<file path="src/rtl/tmr_chan_pkg.sv">
package tmr_chan_pkg;

    typedef enum logic [1:0] {
        ST_OFF  = 2'b00,
        ST_CAP  = 2'b01,
        ST_LOW  = 2'b10,
        ST_HIGH = 2'b11
    } ch_state_t;

    // edge/level codes: capture meaning / compare meaning
    localparam logic [1:0] SEL_NONE = 2'b00;
    localparam logic [1:0] SEL_A    = 2'b01; // rising / toggle
    localparam logic [1:0] SEL_B    = 2'b10; // falling / clear
    localparam logic [1:0] SEL_C    = 2'b11; // both / set

endpackage

</file>
<file path="src/rtl/tmr_chan_edge.sv">
module tmr_chan_edge #(
    parameter int SYNC_STAGES = 2
) (
    input  logic clk,
    input  logic rst_n,
    input  logic pin_i,
    output logic rise_o,
    output logic fall_o
);
    localparam int LAST = SYNC_STAGES;

    logic [LAST:0] sh_q;

    always_ff @(posedge clk or negedge rst_n) begin
        if (!rst_n) sh_q <= '0;
        else        sh_q <= {sh_q[LAST-1:0], pin_i};
    end

    assign rise_o =  sh_q[LAST-1] & ~sh_q[LAST];
    assign fall_o = ~sh_q[LAST-1] &  sh_q[LAST];
endmodule

</file>
<file path="src/rtl/tmr_chan_capture.sv">
module tmr_chan_capture
    import tmr_chan_pkg::*;
#(
    parameter int CNT_W = 16
) (
    input  logic             clk,
    input  logic             rst_n,
    input  logic             listen_i,
    input  logic [1:0]       edge_sel_i,
    input  logic             rise_i,
    input  logic             fall_i,
    input  logic [CNT_W-1:0] cnt_i,
    input  logic             flag_clr_i,
    output logic             hit_o,
    output logic [CNT_W-1:0] cap_val_o,
    output logic             flag_o
);
    always_comb begin
        unique case (edge_sel_i)
            SEL_A:   hit_o = listen_i & rise_i;
            SEL_B:   hit_o = listen_i & fall_i;
            SEL_C:   hit_o = listen_i & (rise_i | fall_i);
            default: hit_o = 1'b0;
        endcase
    end

    always_ff @(posedge clk or negedge rst_n) begin
        if (!rst_n) begin
            cap_val_o <= '0;
            flag_o    <= 1'b0;
        end else if (hit_o) begin
            cap_val_o <= cnt_i;
            flag_o    <= 1'b1;
        end else if (flag_clr_i) begin
            flag_o    <= 1'b0;
        end
    end
endmodule

</file>
<file path="src/rtl/tmr_chan_ctrl.sv">
module tmr_chan_ctrl
    import tmr_chan_pkg::*;
#(
    parameter int CNT_W = 16
) (
    input  logic             clk,
    input  logic             rst_n,
    input  logic             cap_mode_i,
    input  logic [1:0]       edge_sel_i,
    input  logic             tog_ovf_i,
    input  logic             max_duty_i,
    input  logic             ovf_i,
    input  logic [CNT_W-1:0] cnt_i,
    input  logic [CNT_W-1:0] cmp_val_i,
    output logic             listen_o,
    output logic             pin_o,
    output logic             pin_oe_o
);
    ch_state_t state_q, state_d;
    logic      forced_q;
    logic      match;
    logic      pwm_clr;

    assign match   = (cnt_i == cmp_val_i);
    assign pwm_clr = ~cap_mode_i & tog_ovf_i & (edge_sel_i == SEL_B);

    // state register
    always_ff @(posedge clk or negedge rst_n) begin
        if (!rst_n) state_q <= ST_OFF;
        else        state_q <= state_d;
    end

    // forced-duty request, sampled only on period boundaries
    always_ff @(posedge clk or negedge rst_n) begin
        if (!rst_n)     forced_q <= 1'b0;
        else if (ovf_i) forced_q <= max_duty_i;
    end

    // transitions
    always_comb begin
        state_d = state_q;
        if (edge_sel_i == SEL_NONE) begin
            state_d = ST_OFF;
        end else if (cap_mode_i) begin
            state_d = ST_CAP;
        end else begin
            unique case (state_q)
                ST_OFF, ST_CAP: state_d = ST_LOW;
                ST_LOW, ST_HIGH: begin
                    if (tog_ovf_i && ovf_i) begin
                        state_d = (state_q == ST_LOW) ? ST_HIGH : ST_LOW;
                    end else if (match) begin
                        unique case (edge_sel_i)
                            SEL_A:   state_d = (state_q == ST_LOW) ? ST_HIGH : ST_LOW;
                            SEL_B:   state_d = ST_LOW;
                            default: state_d = ST_HIGH;
                        endcase
                    end
                end
            endcase
        end
    end

    // outputs
    always_comb begin
        listen_o = 1'b0;
        pin_oe_o = 1'b0;
        pin_o    = 1'b0;
        unique case (state_q)
            ST_OFF:  ;
            ST_CAP:  listen_o = 1'b1;
            ST_LOW: begin
                pin_oe_o = 1'b1;
                pin_o    = pwm_clr & forced_q;
            end
            ST_HIGH: begin
                pin_oe_o = 1'b1;
                pin_o    = 1'b1;
            end
        endcase
    end
endmodule

</file>
<file path="src/rtl/tmr_chan.sv">
module tmr_chan
    import tmr_chan_pkg::*;
#(
    parameter int CNT_W       = 16,
    parameter int SYNC_STAGES = 2
) (
    input  logic             clk,
    input  logic             rst_n,
    input  logic [CNT_W-1:0] cnt_i,
    input  logic             ovf_i,
    input  logic             cap_mode_i,
    input  logic [1:0]       edge_sel_i,
    input  logic             tog_ovf_i,
    input  logic             max_duty_i,
    input  logic [CNT_W-1:0] cmp_val_i,
    input  logic             pin_i,
    input  logic             flag_clr_i,
    output logic [CNT_W-1:0] cap_val_o,
    output logic             flag_o,
    output logic             pin_o,
    output logic             pin_oe_o
);
    logic rise, fall, listen, cap_hit;

    tmr_chan_edge #(.SYNC_STAGES(SYNC_STAGES)) u_edge (
        .clk    (clk),
        .rst_n  (rst_n),
        .pin_i  (pin_i),
        .rise_o (rise),
        .fall_o (fall)
    );

    tmr_chan_capture #(.CNT_W(CNT_W)) u_cap (
        .clk        (clk),
        .rst_n      (rst_n),
        .listen_i   (listen),
        .edge_sel_i (edge_sel_i),
        .rise_i     (rise),
        .fall_i     (fall),
        .cnt_i      (cnt_i),
        .flag_clr_i (flag_clr_i),
        .hit_o      (cap_hit),
        .cap_val_o  (cap_val_o),
        .flag_o     (flag_o)
    );

    tmr_chan_ctrl #(.CNT_W(CNT_W)) u_ctrl (
        .clk        (clk),
        .rst_n      (rst_n),
        .cap_mode_i (cap_mode_i),
        .edge_sel_i (edge_sel_i),
        .tog_ovf_i  (tog_ovf_i),
        .max_duty_i (max_duty_i),
        .ovf_i      (ovf_i),
        .cnt_i      (cnt_i),
        .cmp_val_i  (cmp_val_i),
        .listen_o   (listen),
        .pin_o      (pin_o),
        .pin_oe_o   (pin_oe_o)
    );
endmodule

</file>
<file path="config.mk">
export PLATFORM = sky130hd
export DESIGN_NAME = tmr_chan
export DESIGN_NICKNAME = d
export VERILOG_FILES = /design/src/rtl/tmr_chan_pkg.sv /design/src/rtl/tmr_chan_edge.sv /design/src/rtl/tmr_chan_capture.sv /design/src/rtl/tmr_chan_ctrl.sv /design/src/rtl/tmr_chan.sv
export SDC_FILE = /design/constraint.sdc
export NUM_CORES = 1
export LEC_CHECK = 0
export CAP_MARGIN = 20
export CORE_MARGIN = 10
export CORE_UTILIZATION = 64
export CTS_CLUSTER_DIAMETER = 40
export DETAILED_ROUTE_END_ITERATION = 16
export DONT_BUFFER_PORTS = 1
export PLACE_DENSITY = 0.86
export REMOVE_ABC_BUFFERS = 1
export SYNTH_ARGS = -nofsm -noshare
export SYNTH_HDL_FRONTEND = slang
export SYNTH_SLANG_ARGS = --single-unit
</file>
<file path="constraint.sdc">
create_clock -name clk -period 3.49 [get_ports clk]
set_clock_uncertainty 0.1 [all_clocks]
set_input_delay 0.698 -clock clk [delete_from_list [all_inputs] [get_ports clk]]
set_output_delay 0.698 -clock clk [all_outputs]
set_load 0.05 [all_outputs]
</file>
==> results of run 1 <==
==> where the power goes <==
group	switching [W]	total [W]	internal (W)
Combinational	0.0000392	0.000108	0.0000691
Sequential	0.000297	0.000629	0.000333
Clock	0.0000764	0.000119	0.0000427
Total	0.000412	0.000857	0.000444
==> synth_stat cells <==
| cell | n | share of area, % |
|---|---|---|
| nand2b_1 | 2 | 1.1 |
| buf_6 | 1 | 1.0 |
| clkbuf_1 | 1 | 0.34 |
| a21oi_1 | 3 | 1.3 |
| nor2_1 | 6 | 2.0 |
| mux2_2 | 18 | 18 |
| nand2_1 | 2 | 0.67 |
| a31oi_1 | 1 | 0.56 |
| nand4b_1 | 1 | 0.78 |
| xor2_1 | 16 | 13 |
| ha_1 | 2 | 2.2 |
| o21a_1 | 1 | 0.67 |
| a21o_1 | 1 | 0.67 |
| nor4_1 | 4 | 2.2 |
| inv_1 | 3 | 1.0 |
| nand4_1 | 2 | 1.1 |
| dfrtp_1 | 23 | 51 |
| nand3_1 | 1 | 0.45 |
| nor3b_4 | 1 | 1.7 |
==> worst min-delay path by stage <==
stage	from	to	slack [ps]	depth (start not counted)
6_report	u_edge.sh_q[0]	u_edge.sh_q[1]	260	0
3_3_place_gp	u_edge.sh_q[0]	u_edge.sh_q[1]	230	0
4_1_cts	u_edge.sh_q[0]	u_edge.sh_q[1]	260	0
2_1_floorplan	u_edge.sh_q[0]	u_edge.sh_q[1]	230	0
5_1_grt	pin_i	u_edge.sh_q[0]	280	0
3_5_place_dp	u_edge.sh_q[0]	u_edge.sh_q[1]	240	0
==> logic make-up after synthesis <==
kind of cell	count (synthesis)	synth area share, %
compound gates	6	3.24
simple gates	19	10.1
xor+xnor	16	12.5
mux	18	18.1
buf+inv	5	2.35
fa+ha+maj	2	2.24
flops	23	51.5
==> area by class of cell <==
class,count,area share (%)
repair buffers,2,1.81
flip-flops and latches,23,49.0
clock inverters,1,0.426
clock buffers,3,1.92
inverters,3,0.959
multi-input cells,61,44.0
well taps,17,1.81
==> per-stage QoR <==
| step | hold WS, ps | std cells | setup slack (ps) | total power [W] | cell area (um^2) |
|---|---|---|---|---|---|
| after floorplan | 231 | 87 | 1360 | 0.000707 | 1100 |
| after global placement | 234 | 104 | 1260 | 0.000733 | 1120 |
| after detailed placement | 237 | 104 | 1160 | 0.000744 | 1120 |
| after CTS | 264 | 109 | 1080 | 0.000865 | 1160 |
| after global routing | 283 | 110 | 1030 | 0.000898 | 1170 |
| final | 265 | 110 | 1100 | 0.000857 | 1170 |
==> state kept, by name (all words and copies together), names as in the netlist <==
register         flops
u_cap.cap_val_o     16
u_edge.sh_q          3
u_cap.flag_o         1
u_ctrl.forced_q      1
u_ctrl.state_q       2
==> routing by layer <==
metal | vias up | part of all wire (%) | global-route usage, %
li1 | 312 | - | -
met1 | 333 | 32 | 12.3
met2 | 25 | 57 | 24.3
met3 | 2 | 11 | 6.10
met4 | 0 | 0.32 | 3.82
met5 | - | 0 | 0
==> results.toml, run 1 <==
[clocking]
root_buffer = "clkbuf_4"
cts_inserted_buffers = 3
clock_latency_ps = 300
path_clk_slew_ps = 120
max-clock-path-buffers = 2
h-tree-depth = 1
clock-sinks = 23
cts.repair.resized = 0
cts_hold_buf = 1
cts_setup_buffers = 0
cts_tree = "yes"

[setup_path]
crit_slowest_cell = "dfrtp_1"
critPathLaunchType = "flop"
startpoint = "u_ctrl.state_q[1]"
crit_path_end = "pin_o"
critPathMaxFanout = 5
reg2regPathDepth = 6
cp-end-kind = "primary output"
worst_r2r_endpoint = "u_cap.cap_val_o[5]"
r2r_start = "u_edge.sh_q[1]"
crit_required_ps = 2690
rrSetupSlack_ps = 1170
crit_family = "flip-flops"
cp_num_buf_inv = 0
arrival_ps = 1600
crit_chain = "o21a_1"
critical_path_depth = 1
critPathKind = "flop to primary output"
critPathMaxStageDelay_ps = 760

[synth]
ys_ff_latch = 23
yosys_warnings = 0
ys_types = 19
synth.cell_area_um2 = 1120
syn_inst = 89
avgSynthCellArea_um2 = 12.6
seq_area_frac_synth_pct = 51.5

[placement]
portBuffers = 0
post-dp-hpwl_mm = 2.06
routabilityCongestion = 0.697

[cells_and_area]
antenna_cells = 0
drive_gt1_share_pct = 25.8
final_util_pct = 69.5
finalNetCount = 138
syn2layout_area_growth_pct = 4.92
multi_input_area_um2 = 517
seq_area_um2 = 576
layout_common_cells = "23 x dfrtp_1, 18 x mux2_2, 16 x xor2_1"
fill_cells = 128
mostFrequentLayoutCell = "dfrtp_1"

[flow_run]
drv_cap = 0

[floorplan]
die_x_um = 61.8
pin_count = 61
core_um2 = 1690
initial_core_util_pct = 66.2
fp-row-count = 15
die_h_um = 61.8
die_area_um2 = 3820

[timing]
final_hold_viol_count = 0
fmax_mhz = 418
maxSlewHeadroom_pct = 45.5
fin_tns_setup_ps = 0
worst_slew_pin_slew_ps = 817
finalCritPeriodShare_pct = 68.6
drv_slew = 0
fin_crit_ps = 2390
rsz0062_at_grt = "no"
finalSetupViolCount = 0

[route]
drtIter0Drc = 35
drtPass1Iterations = 5
via_per_inst = 6.11
wl_mm = 2.51
wl_per_cell_um = 22.8
antenna_left = 0
drc_errors = 0
vias = 672

[grt]
overflow = 0
grt_pass1_vias = 787
grt_pass1_wl_mm = 3.67
grt_max_degree = 24
grt_usage_pct = 13.0
antenna_found_initial = 0

[power]
powerDensity_nw_per_um2 = 730
irDropWorstVdd_uv = 504
power.leakage_nw = 0.522

[outcome]
status = "finished clean"

[min_path]
hp-class = "flop to flop"
Note: power is estimated with default switching activity, not from simulation.
==> run 2: changes to the inputs <==
--- a/config.mk
+++ b/config.mk
@@ -7,11 +7,11 @@
 export LEC_CHECK = 0
 export CAP_MARGIN = 20
 export CORE_MARGIN = 10
-export CORE_UTILIZATION = 64
+export CORE_UTILIZATION = 54
 export CTS_CLUSTER_DIAMETER = 40
 export DETAILED_ROUTE_END_ITERATION = 16
 export DONT_BUFFER_PORTS = 1
-export PLACE_DENSITY = 0.86
+export PLACE_DENSITY = 0.78
 export REMOVE_ABC_BUFFERS = 1
 export SYNTH_ARGS = -nofsm -noshare
 export SYNTH_HDL_FRONTEND = slang
==> constraint.sdc (replaced) <==
create_clock -name clk -period 2 [get_ports clk]
set_clock_uncertainty 0.1 [all_clocks]
set_input_delay 0.4 -clock clk [delete_from_list [all_inputs] [get_ports clk]]
set_output_delay 0.4 -clock clk [all_outputs]
set_load 0.05 [all_outputs]
==> results.toml, run 2 (same netlist as run 1, synthesis figures left out) <==
[outcome]
status = "finished clean"

[setup_path]
critPathLaunchType = "flop"
cpMostUsedCell = "a21oi_2"
cp-end-kind = "flop"
r2r_start = "u_edge.sh_q[1]"
startpoint = "u_edge.sh_q[1]"
rrSetupSlack_ps = 60
critPathKind = "flop to flop"
crit_chain = "inv_2 > ha_4 > a21oi_2 > a21oi_2 > nor3b_4 > clkbuf_16 > mux2_2"
cp_num_buf_inv = 2
crit_slowest_cell = "dfrtp_1"
arrival_ps = 2040
critPathMaxFanout = 8
crit_required_ps = 2110
critPathMaxStageDelay_ps = 420
crit_family = "flip-flops"

[grt]
grt_max_degree = 24
overflow = 0
grt_pass1_wl_mm = 4.00
grt_pass1_vias = 811
antenna_found_initial = 0
grt_usage_pct = 11.9

[cells_and_area]
fin_cells = 126
antenna_cells = 0
top_register = "u_cap.cap_val_o"
largest_reg_flops = 16
layout_common_cells = "23 x dfrtp_1, 18 x mux2_2, 16 x xor2_1"
finalNetCount = 144
mostFrequentLayoutCell = "dfrtp_1"
drive_gt1_share_pct = 32.3
reg_top3 = "u_cap.cap_val_o x16, u_edge.sh_q x3, u_ctrl.state_q x2"
syn2layout_area_growth_pct = 15.0

[flow_run]
drv_cap = 0

[placement]
portBuffers = 0
dp_cells = 117
post-dp-hpwl_mm = 2.09
routabilityCongestion = 0.797

[floorplan]
die_x_um = 65.5
die_area_um2 = 4290
initial_core_util_pct = 57.0
die_h_um = 65.5
pin_count = 61
fp-row-count = 16
core_um2 = 1960

[clocking]
cts_tree = "yes"
path_clk_slew_ps = 120
h-tree-depth = 1
clock-sinks = 23
root_buffer = "clkbuf_4"
cts_inserted_buffers = 3
clock_latency_ps = 310
max-clock-path-buffers = 2

[min_path]
hp-class = "input pin to flop"
worstHoldStart = "cap_mode_i"

[timing]
finalSetupViolCount = 0
maxSlewHeadroom_pct = 67.0
worst_slew_pin_slew_ps = 495
drv_slew = 0
fmax_mhz = 516
final_hold_viol_count = 0
fin_tns_setup_ps = 0
finalCritPeriodShare_pct = 96.9
fin_crit_ps = 1940

[route]
drtPass1Iterations = 3
wl_per_cell_um = 20.6
wl_mm = 2.60
antenna_left = 0
drtIter0Drc = 19
vias = 718
drc_errors = 0
via_per_inst = 5.70

[power]
powerDensity_nw_per_um2 = 1180
irDropWorstVdd_uv = 868
power.leakage_nw = 0.559
[run 2: cell types whose count changed in the layout (fill, tap and decap cells not counted)]
cell | before | now
clkbuf_1 | 0 | 1
inv_2 | 0 | 1
buf_8 | 0 | 1
a21oi_2 | 0 | 2
ha_1 | 2 | 1
ha_4 | 0 | 1
dlygate4sd3_1 | 1 | 2
clkbuf_16 | 0 | 1
buf_4 | 0 | 3
inv_1 | 3 | 2
buf_6 | 1 | 0
clkinv_2 | 1 | 0
buf_12 | 0 | 1
a21oi_1 | 3 | 1
[run 2: worst paths after layout]
kind,endpoint,cells after the start
worst max-delay path,u_cap.cap_val_o[6],7
worst min-delay path,u_ctrl.state_q[1],1
worst max register to register,u_cap.cap_val_o[6],7
worst min register to register,u_edge.sh_q[1],0
max in group asynchronous,u_cap.flag_o,2
min in group asynchronous,u_cap.cap_val_o[11],1
[run 2: per-stage QoR]
stage          power (W)  worst slack [ps]  utilization [%]  hold WS, ps  area [um^2]
2_1_floorplan    0.00123             -43.9                -         4.41         1100
3_3_place_gp     0.00129               139             59.8         5.31         1170
3_5_place_dp     0.00131              86.3             59.8         5.12         1170
4_1_cts          0.00153              74.9             62.1         42.9         1220
5_1_grt          0.00159             -10.0             65.6         39.9         1290
6_report         0.00152              62.7             65.6         56.0         1290
[run 2: cell type report]
cell class,instances,area [um^2]
Fill cell,166,676
Sequential cell,23,576
Multi-Input combinational cell,61,537
Timing Repair Buffer,8,103
Tap cell,27,33.8
Clock buffer,4,26.3
Inverter,3,11.3
[run 2: power breakdown]
part	internal (W)	switching (W)
clock network	0.0000779	0.000132
registers	0.000580	0.000511
logic	0.000138	0.0000803
[run 2: layer usage]
layer,global-route usage [%],share of wire [%],wire [um]
met2,19.3,49,1260
met3,7.29,14,360
met4,5.61,1.5,40
met5,0,0,0
met1,12.0,36,933
[run 2: what timing repair did]
| action | CTS | global route |
|---|---|---|
| setup buffers | 0 | 1 |
| hold buffers | 2 | 0 |
| resized for setup | 0 | 4 |
| endpoints found under the hold margin | 24 | 0 |
| endpoints found under the setup margin | 0 | 16 |
